## src/rtl/ubt_pkg.sv

```systemverilog
package ubt_pkg;

    localparam int unsigned XCVR_W = 18;

    // {latch enable, last strobe level}
    typedef enum logic [1:0] {
        ST_HOLD_LO = 2'b00,
        ST_HOLD_HI = 2'b01,
        ST_PASS_LO = 2'b10,
        ST_PASS_HI = 2'b11
    } lane_state_t;

endpackage

```

## src/rtl/ubt_mode_fsm.sv

```systemverilog
module ubt_mode_fsm
    import ubt_pkg::*;
(
    input  logic clk,
    input  logic rst_n,
    input  logic le,
    input  logic stb,
    output logic load
);

    lane_state_t state_q;
    lane_state_t state_d;
    logic        stb_was_hi;

    always_comb begin
        unique case ({le, stb})
            2'b00:   state_d = ST_HOLD_LO;
            2'b01:   state_d = ST_HOLD_HI;
            2'b10:   state_d = ST_PASS_LO;
            default: state_d = ST_PASS_HI;
        endcase
    end

    always_ff @(posedge clk or negedge rst_n) begin
        if (!rst_n) state_q <= ST_HOLD_LO;
        else        state_q <= state_d;
    end

    always_comb begin
        unique case (state_q)
            ST_HOLD_HI, ST_PASS_HI: stb_was_hi = 1'b1;
            default:                stb_was_hi = 1'b0;
        endcase
        // track while transparent, capture on strobe fall while closed
        load = le | (stb_was_hi & ~stb);
    end

endmodule

```

## src/rtl/ubt_store.sv

```systemverilog
module ubt_store #(
    parameter int unsigned W = 18
) (
    input  logic         clk,
    input  logic         rst_n,
    input  logic         le,
    input  logic         load,
    input  logic [W-1:0] din,
    output logic [W-1:0] dout
);

    logic [W-1:0] word_q;

    always_ff @(posedge clk or negedge rst_n) begin
        if (!rst_n)    word_q <= '0;
        else if (load) word_q <= din;
    end

    assign dout = le ? din : word_q;

endmodule

```

## src/rtl/ubt_lane.sv

```systemverilog
module ubt_lane #(
    parameter int unsigned W          = 18,
    parameter bit          OE_ACT_LOW = 1'b0
) (
    input  logic         clk,
    input  logic         rst_n,
    input  logic         oe,
    input  logic         le,
    input  logic         stb,
    input  logic [W-1:0] din,
    output logic [W-1:0] dout,
    output logic         drive
);

    logic load;

    ubt_mode_fsm u_fsm (
        .clk   (clk),
        .rst_n (rst_n),
        .le    (le),
        .stb   (stb),
        .load  (load)
    );

    ubt_store #(.W(W)) u_store (
        .clk   (clk),
        .rst_n (rst_n),
        .le    (le),
        .load  (load),
        .din   (din),
        .dout  (dout)
    );

    generate
        if (OE_ACT_LOW) begin : g_oe_low
            assign drive = ~oe;
        end else begin : g_oe_high
            assign drive = oe;
        end
    endgenerate

endmodule

```

## src/rtl/ubt_xcvr.sv

```systemverilog
module ubt_xcvr
    import ubt_pkg::*;
#(
    parameter int unsigned W = XCVR_W
) (
    input  logic         clk,
    input  logic         rst_n,
    input  logic         ab_oe,
    input  logic         ab_le,
    input  logic         ab_stb,
    input  logic [W-1:0] a_i,
    output logic [W-1:0] b_o,
    output logic         b_oe_o,
    input  logic         ba_oe_n,
    input  logic         ba_le,
    input  logic         ba_stb,
    input  logic [W-1:0] b_i,
    output logic [W-1:0] a_o,
    output logic         a_oe_o
);

    ubt_lane #(.W(W), .OE_ACT_LOW(1'b0)) u_ab (
        .clk   (clk),
        .rst_n (rst_n),
        .oe    (ab_oe),
        .le    (ab_le),
        .stb   (ab_stb),
        .din   (a_i),
        .dout  (b_o),
        .drive (b_oe_o)
    );

    ubt_lane #(.W(W), .OE_ACT_LOW(1'b1)) u_ba (
        .clk   (clk),
        .rst_n (rst_n),
        .oe    (ba_oe_n),
        .le    (ba_le),
        .stb   (ba_stb),
        .din   (b_i),
        .dout  (a_o),
        .drive (a_oe_o)
    );

endmodule

```

## config.mk

```make
export PLATFORM = sky130hd
export DESIGN_NAME = ubt_xcvr
export DESIGN_NICKNAME = d
export VERILOG_FILES = /design/src/rtl/ubt_pkg.sv /design/src/rtl/ubt_mode_fsm.sv /design/src/rtl/ubt_store.sv /design/src/rtl/ubt_lane.sv /design/src/rtl/ubt_xcvr.sv
export SDC_FILE = /design/constraint.sdc
export NUM_CORES = 1
export LEC_CHECK = 0
export BUFFER_PORTS_ARGS = -buffer_cell sky130_fd_sc_hd__buf_2
export CAP_MARGIN = 20
export CELL_PAD_IN_SITES_DETAIL_PLACEMENT = 1
export CELL_PAD_IN_SITES_GLOBAL_PLACEMENT = 1
export CORE_UTILIZATION = 39
export CTS_BUF_LIST = sky130_fd_sc_hd__clkbuf_4 sky130_fd_sc_hd__clkbuf_8
export CTS_CLUSTER_SIZE = 20
export DETAILED_ROUTE_END_ITERATION = 8
export PLACE_DENSITY = 0.86
export SKIP_CTS_REPAIR_TIMING = 1
export SLEW_MARGIN = 40
export SYNTH_ARGS = -nofsm -noshare
export SYNTH_HDL_FRONTEND = slang
export SYNTH_SLANG_ARGS = --single-unit
export TNS_END_PERCENT = 5
```

## constraint.sdc

```tcl
create_clock -name clk -period 1.6 [get_ports clk]
set_input_delay 0.24 -clock clk [delete_from_list [all_inputs] [get_ports clk]]
set_output_delay 0.24 -clock clk [all_outputs]
set_load 0.02 [all_outputs]
```

==> flow_summary.yaml, run 1 <==
outcome:
  status: "finished clean"
routing:
  routed_wl_um: 3840
  drtIter0Drc: 20
  ant_nets: 0
  first_pass_iters: 4
  vias: 1276
  post_drt_wl_per_cell_um: 14.0
  routed_via_density: 4.64
  drc: 0
global_routing:
  grt_max_degree: 20
  track_usage: 0.154
  grt_overflow: 0
  grt_pass1_wl_um: 6220
  antenna_found_initial: 0
  grt_pass1_vias: 1339
setup_path:
  cpPeakStageDelay_ns: 0.39
  cp-start-kind: "input pin"
  crit_chain: "buf_2 > mux2_2 > buf_2"
  endpoint_kind: "primary output"
  worstPathArrival_ns: 1.18
  cp_top_family: "buffers and inverters"
  cp_data_required_time_ns: 1.36
  worst_path_most_repeated_cell: "buf_2"
  critPathSlowestCell: "mux2_2"
  crit_buf_inv: 2
  path_class: "in2out"
  critPathMaxFanout: 19
final_layout:
  drive_gt1_frac: 0.798
  fin_area_um2: 2530
  n_antenna_cell: 0
  fin_nets: 251
  area_growth_pct: 28.4
place:
  hpwl_um: 2940
  io_buffers: 79
  dpl_cell_area_um2: 2420
  routabilityCongestion: 0.671
timing:
  finalHoldViolCount: 0
  setup_viol: 0
  worstMarginPinSlew_ns: 0.451
  slew_violations: 0
  min_period_ns: 1.42
  skew_ns: 0.00368
  fin_crit_sh: 0.887
  setup-tns-final_ns: 0
  max_freq_mhz: 705
  whs_ns: 0.0781
  rsz0062_at_grt: "no"
  relSlewSlack: 0.699
die:
  die_x_um: 73.0
  fp.dieH_um: 73.0
  row_count: 25
  dieArea_um2: 5330
  io_pins: 82
  core_um2: 4790
  floorplan.initialDensity: 0.411
pwr:
  p_leak_nw: 1.23
  vdd.ir_drop.worst_v: 0.000531
  powerDensity_nw_per_um2: 946
synth:
  seq_area_frac_synth: 0.483
  ys_top_cells_by_area: "dfrtp_1 48%, mux2_2 30%, mux2_4 15%, buf_12 2.0%, a21oi_4 1.7%"
  yosys_warnings: 0
  post-synth-top-count-cell: "mux2_2"
  yosys.area.top_type: "dfrtp_1"
  syn_nets: 168
  avgSynthCellArea_um2: 15.9
  synth_flop_cell: "dfrtp_1"
  synthDistinctLibCells: 10
  synth_edf_count: 0
  syn_area_um2: 1970
  syn-instance-count: 124
  ys_ff_latch: 38
  async_reset_ff_frac: 1.00
  synth_top_area_share: 0.483
  synthTopCellsByCount: "52 x mux2_2, 38 x dfrtp_1, 20 x mux2_4, 3 x inv_1"
flow_run:
  drv_cap: 0
clocking:
  root_buffer: "clkbuf_8"
  cts_buffers: 5
  clockBufferDepth: 2
  cts_tree: "built"
  path_clk_slew_ns: 0.07
  cts_sinks: 38
  insertion_delay_ns: 0.28
  htreeDepth: 2
worst_hold_path:
  min_path_type: "in2reg"
[cell usage in the layout, fill, tap and decap left out]
master,synthesis,final
dfrtp_1,38,38
a21oi_4,2,2
mux2_4,20,20
buf_2,2,79
buf_12,2,2
mux2_2,52,52
clkinv_2,0,1
clkbuf_4,0,1
inv_1,3,3
clkbuf_8,0,6
dlygate4sd3_1,0,1
buf_4,1,3
[path summary, 6_finish.rpt]
check,from,end,slack [ns],cells past startpoint
hold reg to reg,u_ba.u_store.word_q[17],u_ba.u_store.word_q[17],0.51,1
hold / removal,ab_stb,u_ab.u_fsm.state_q[0],0.08,1
setup reg to reg,u_ab.u_fsm.state_q[0],u_ab.u_store.word_q[4],0.37,3
setup / recovery,ab_le,b_o[17],0.18,3
min in group asynchronous,rst_n,u_ab.u_store.word_q[2],0.34,2
max in group asynchronous,rst_n,u_ba.u_store.word_q[3],0.77,3
[cells by family (layout without fill, tap and decap cells)]
family	count (synthesis)	after routing	synth area share
muxes	72	72	0.450
DFF	38	38	0.483
AOI/OAI and AO/OA	2	2	0.0165
buffers and inverters	12	96	0.0502
[flip-flops by register name, indices dropped and copies added, names as in the netlist]
name,flops
u_ba.u_fsm.state_q,1
u_ba.u_store.word_q,18
u_ab.u_fsm.state_q,1
u_ab.u_store.word_q,18
[stage by stage]
step / std cells / worst slack [ns] / total power [mW] / utilization
6_report: 275 / 0.181 / 2.39 / 0.528
5_1_grt: 275 / 0.119 / 2.51 / 0.528
4_1_cts: 274 / 0.159 / 2.43 / 0.526
3_5_place_dp: 266 / 0.163 / 1.73 / 0.506
3_3_place_gp: 266 / 0.174 / 1.72 / 0.506
2_1_floorplan: 124 / 0.341 / 1.53 / -
[where the power goes]
part           total [mW]  internal, mW  leakage [nW]  switching, mW
Combinational       0.607         0.316         0.731          0.291
Sequential           1.10          1.05         0.444         0.0484
Clock               0.680         0.364        0.0517          0.316
Total                2.39          1.74          1.23          0.656
[layout make-up]
cell class                      instances  area [µm²]
Clock buffer                            7        90.1
Clock inverter                          1        5.00
Fill cell                             523        2260
Inverter                                3        11.3
Multi-Input combinational cell         74         918
Sequential cell                        38         951
Tap cell                               67        83.8
Timing Repair Buffer                   85         468
[metal layers]
layer  vias to the layer above  wire length [µm]  track usage
li1                        605                 -            -
met1                       625              1660        0.193
met2                        40              1930        0.257
met3                         6               214       0.0456
met4                         0                30       0.0458
met5                         -                 0            0
No activity file was read; power rests on OpenSTA's default activity.
==> run 2, diff against run 1 <==
--- a/config.mk
+++ b/config.mk
@@ -6,14 +6,14 @@
 export NUM_CORES = 1
 export LEC_CHECK = 0
 export BUFFER_PORTS_ARGS = -buffer_cell sky130_fd_sc_hd__buf_2
-export CAP_MARGIN = 20
 export CELL_PAD_IN_SITES_DETAIL_PLACEMENT = 1
 export CELL_PAD_IN_SITES_GLOBAL_PLACEMENT = 1
-export CORE_UTILIZATION = 39
+export CORE_UTILIZATION = 35
 export CTS_BUF_LIST = sky130_fd_sc_hd__clkbuf_4 sky130_fd_sc_hd__clkbuf_8
 export CTS_CLUSTER_SIZE = 20
 export DETAILED_ROUTE_END_ITERATION = 8
-export PLACE_DENSITY = 0.86
+export MAX_ROUTING_LAYER = met4
+export PLACE_DENSITY = 0.81
 export SKIP_CTS_REPAIR_TIMING = 1
 export SLEW_MARGIN = 40
 export SYNTH_ARGS = -nofsm -noshare
==> constraint.sdc (replaced) <==
create_clock -name clk -period 1.15 [get_ports clk]
set_input_delay 0.1725 -clock clk [delete_from_list [all_inputs] [get_ports clk]]
set_output_delay 0.1725 -clock clk [all_outputs]
set_load 0.02 [all_outputs]
==> flow_summary.yaml, run 2 (synthesis results as in run 1) <==
setup_path:
  r2r-start: "u_ab.u_fsm.state_q[0]"
  worstPathArrival_ns: 1.11
  rr_worst_depth: 3
  critPathMaxFanout: 2
  path_class: "reg2out"
  cp_data_required_time_ns: 0.98
  reg2reg_to: "u_ab.u_store.word_q[0]"
  endpoint_kind: "primary output"
  rrSetupSlack_ns: -0.07
  cp-start-kind: "register"
final_layout:
  drive_gt1_frac: 0.804
  n_antenna_cell: 0
  fin_area_um2: 2790
  area_growth_pct: 41.7
  final_common_cell: "buf_2"
  fin_nets: 262
  multi_input_area_um2: 963
  final_cell_mix: "64 x buf_2, 40 x mux2_2, 38 x dfrtp_1"
  reg.largest.list: "u_ab.u_store.word_q: 18 flops, u_ba.u_store.word_q: 18 flops"
  regArea_um2: 951
  nFillCells: 559
pwr:
  powerDensity_nw_per_um2: 1270
  combPwrFrac: 0.293
  internal_power_mw: 2.56
  p_leak_nw: 1.37
  switching_power_mw: 0.988
  p_total_mw: 3.54
  sequentialPowerShare: 0.435
  vdd.ir_drop.worst_v: 0.000433
  power_frac_clock: 0.272
  switching_share: 0.279
global_routing:
  grt_max_degree: 28
  antenna_found_initial: 0
  grt_pass1_wl_um: 6940
  grt_overflow: 0
  track_usage: 0.155
  grt_pass1_vias: 1403
timing:
  whs_ns: 0.00868
  fin_crit_sh: 1.11
  skew_ns: 0.00446
  setup-tns-final_ns: -5.05
  worstMarginPinSlew_ns: 0.317
  rsz0062_at_grt: "yes"
  max_freq_mhz: 783
  min_period_ns: 1.28
  fin_ws_ns: -0.128
  finalHoldViolCount: 0
  setup_viol: 69
  slew_violations: 0
  relSlewSlack: 0.788
flow_run:
  drv_cap: 0
worst_hold_path:
  whs_path_depth: 1
  worstHoldStart: "ab_stb"
  min_delay_worst_endpoint: "u_ab.u_fsm.state_q[0]"
  min_path_type: "in2reg"
clocking:
  cts_tree: "built"
  htreeDepth: 2
  clockBufferDepth: 2
  path_clk_slew_ns: 0.07
  insertion_delay_ns: 0.29
  cts_sinks: 38
  root_buffer: "clkbuf_8"
  cts_buffers: 5
routing:
  post_drt_wl_per_cell_um: 16.4
  first_pass_iters: 2
  drc: 0
  routed_via_density: 4.69
  ant_nets: 0
  drtIter0Drc: 34
  vias: 1356
  routed_wl_um: 4740
place:
  hpwl_um: 3170
  io_buffers: 79
  routabilityCongestion: 0.719
  dpl_cell_area_um2: 2480
outcome:
  violations: "negative setup slack"
  status: "finished, violations left"
die:
  floorplan.initialDensity: 0.373
  dieArea_um2: 5930
  row_count: 26
  die_x_um: 77.0
  fp.dieH_um: 77.0
  io_pins: 82
  core_um2: 5270
[run 2: through the flow]
step / setup slack, ns / util / instances
global placement: -0.141 / 0.470 / 271
finish: -0.128 / 0.529 / 289
global route: -0.173 / 0.529 / 289
detailed placement: -0.152 / 0.470 / 271
floorplan: -0.0874 / - / 124
CTS: -0.157 / 0.488 / 279
[run 2: power groups by stage]
stage | registers, mW | logic, mW | clock network, mW
finish | 1.54 | 1.04 | 0.964
global route | 1.56 | 1.10 | 1.06
CTS | 1.54 | 0.892 | 1.00
detailed placement | 1.56 | 0.889 | 0
global placement | 1.55 | 0.873 | 0
floorplan | 1.54 | 0.598 | 0
[run 2: layout make-up]
type                       count  share of cell area
clock buffer                   7              0.0323
clock inverter                 1             0.00179
inverter                       3             0.00404
multi-input combinational     74               0.345
sequential                    38               0.341
tap                           70              0.0314
timing repair buffer          96               0.244
[run 2: per-layer routing]
layer  vias up  share of wire  global-route usage
li1        626              -                   -
met1       684           0.41               0.187
met2        40           0.53               0.253
met3         6          0.044              0.0381
met4         0          0.015              0.0566
met5         -              0                   -
[run 2: worst max-delay path, cell delays in order (launching register included)]
cell	delay, ns
dfrtp_1	0.40
mux2_2	0.28
buf_6	0.14
[run 2: worst max-delay path by stage]
stage / start / endpoint
floorplan: u_ab.u_fsm.state_q[0] / u_ab.u_store.word_q[10]
global placement: ab_le / b_o[13]
detailed placement: ab_le / u_ab.u_store.word_q[5]
CTS: ab_le / b_o[13]
global route: u_ba.u_store.word_q[12] / a_o[12]
finish: u_ba.u_store.word_q[12] / a_o[12]
==> run 3, diff against run 2 <==
--- a/config.mk
+++ b/config.mk
@@ -8,12 +8,13 @@
 export BUFFER_PORTS_ARGS = -buffer_cell sky130_fd_sc_hd__buf_2
 export CELL_PAD_IN_SITES_DETAIL_PLACEMENT = 1
 export CELL_PAD_IN_SITES_GLOBAL_PLACEMENT = 1
-export CORE_UTILIZATION = 35
+export CORE_UTILIZATION = 42
 export CTS_BUF_LIST = sky130_fd_sc_hd__clkbuf_4 sky130_fd_sc_hd__clkbuf_8
 export CTS_CLUSTER_SIZE = 20
 export DETAILED_ROUTE_END_ITERATION = 8
 export MAX_ROUTING_LAYER = met4
-export PLACE_DENSITY = 0.81
+export PLACE_DENSITY = 0.91
+export REMOVE_ABC_BUFFERS = 1
 export SKIP_CTS_REPAIR_TIMING = 1
 export SLEW_MARGIN = 40
 export SYNTH_ARGS = -nofsm -noshare
==> constraint.sdc (replaced) <==
create_clock -name clk -period 1.5 [get_ports clk]
set_input_delay 0.225 -clock clk [delete_from_list [all_inputs] [get_ports clk]]
set_output_delay 0.225 -clock clk [all_outputs]
set_load 0.02 [all_outputs]
==> flow_summary.yaml, run 3 (synthesis results as in run 1) <==
setup_path:
  cpPeakStageDelay_ns: 0.40
  crit_chain: "buf_2 > mux2_2 > buf_2"
  path_class: "in2out"
  critPathSlowestCell: "mux2_2"
  endpoint_kind: "primary output"
  cp-start-kind: "input pin"
  worst_path_most_repeated_cell: "buf_2"
  cp_data_required_time_ns: 1.27
  critPathMaxFanout: 19
  worstPathArrival_ns: 1.16
clocking:
  cts_tree: "built"
  cts_buffers: 5
  root_buffer: "clkbuf_8"
  insertion_delay_ns: 0.28
  clockBufferDepth: 2
  path_clk_slew_ns: 0.07
  htreeDepth: 2
  cts_sinks: 38
timing:
  relSlewSlack: 0.685
  finalHoldViolCount: 0
  worstMarginPinSlew_ns: 0.473
  max_freq_mhz: 721
  fin_ws_ns: 0.114
  skew_ns: 0.00514
  slew_violations: 0
  rsz0062_at_grt: "no"
  min_period_ns: 1.39
  whs_ns: 0.0668
  setup_viol: 0
  setup-tns-final_ns: 0
  fin_crit_sh: 0.924
pwr:
  switching_share: 0.274
  combPwrFrac: 0.257
  powerDensity_nw_per_um2: 1020
  p_leak_nw: 1.23
  vdd.ir_drop.worst_v: 0.000409
  internal_power_mw: 1.85
  sequentialPowerShare: 0.461
  power_frac_clock: 0.282
  switching_power_mw: 0.699
die:
  core_um2: 4410
  io_pins: 82
  die_x_um: 70.5
  row_count: 24
  floorplan.initialDensity: 0.446
  dieArea_um2: 4960
  fp.dieH_um: 70.5
place:
  io_buffers: 79
  dpl_cell_area_um2: 2410
  place_ws_ns: 0.0608
  routabilityCongestion: 0.678
  hpwl_um: 2890
global_routing:
  track_usage: 0.176
  antenna_found_initial: 0
  grt_max_degree: 21
  grt_overflow: 0
  grt_pass1_vias: 1396
  grt_pass1_wl_um: 6640
flow_run:
  drv_cap: 0
final_layout:
  drive_gt1_frac: 0.797
  fin_area_um2: 2510
  final_common_cell: "buf_2"
  reg.largest.list: "u_ab.u_store.word_q: 18 flops, u_ba.u_store.word_q: 18 flops"
  area_growth_pct: 27.7
  fin_util: 0.569
  n_antenna_cell: 0
  final_cell_mix: "79 x buf_2, 52 x mux2_2, 38 x dfrtp_1"
  fin_nets: 250
routing:
  post_drt_wl_per_cell_um: 14.9
  first_pass_iters: 4
  routed_wl_um: 3870
  routed_via_density: 5.06
  drtIter0Drc: 23
  vias: 1310
  drc: 0
  ant_nets: 0
worst_hold_path:
  min_path_type: "in2reg"
outcome:
  status: "finished clean"
==> run 3: cell types whose count changed in the layout (fill, tap and decap cells not counted) <==
cell	before	now
buf_12	5	3
buf_2	64	79
buf_4	10	1
buf_6	14	0
clkbuf_4	2	1
dlygate4sd3_1	2	1
mux2_2	40	52
mux2_4	32	20
==> run 3: power groups by stage <==
stage	clock, mW	sequential, mW	combinational (mW)
floorplan	0	1.18	0.417
global placement	0	1.19	0.644
detailed placement	0	1.19	0.660
CTS	0.758	1.18	0.663
global route	0.805	1.19	0.704
finish	0.719	1.18	0.655
==> run 3: metal layers <==
layer | global-route usage | wire length, µm | vias up
met5 | - | 0 | -
met1 | 0.223 | 1670 | 641
met3 | 0.0447 | 282 | 7
li1 | - | - | 602
met2 | 0.279 | 1870 | 60
met4 | 0.0444 | 40 | 0
==> run 3: critical path, delay by kind of cell <==
family / cells / cell delay (ns)
buf+inv: 2 / 0.53
mux: 1 / 0.40
==> run 3: area by class of cell <==
class,count,area (µm²)
timing repair buffer,84,473
clock buffer,7,90.1
tap,52,65.1
sequential,38,951
inverter,3,11.3
clock inverter,1,5.00
multi-input combinational,74,918
fill,467,1900
==> run 3: final timing paths <==
path / start / to / slack, ns / cells after the start
hold reg to reg: u_ab.u_store.word_q[2] / u_ab.u_store.word_q[2] / 0.51 / 1
setup / recovery: ab_le / b_o[9] / 0.11 / 3
setup reg to reg: u_ba.u_fsm.state_q[0] / u_ba.u_store.word_q[10] / 0.20 / 3
max in group asynchronous: rst_n / u_ba.u_fsm.state_q[0] / 0.59 / 3
hold / removal: ab_stb / u_ab.u_fsm.state_q[0] / 0.07 / 1
min in group asynchronous: rst_n / u_ab.u_store.word_q[13] / 0.43 / 2
==> run 3: metrics by stage <==
stage                     total power, mW  instances
after floorplan                      1.60        115
after global placement               1.83        250
after detailed placement             1.86        250
after CTS                            2.60        258
after global routing                 2.70        259
final                                2.55        259
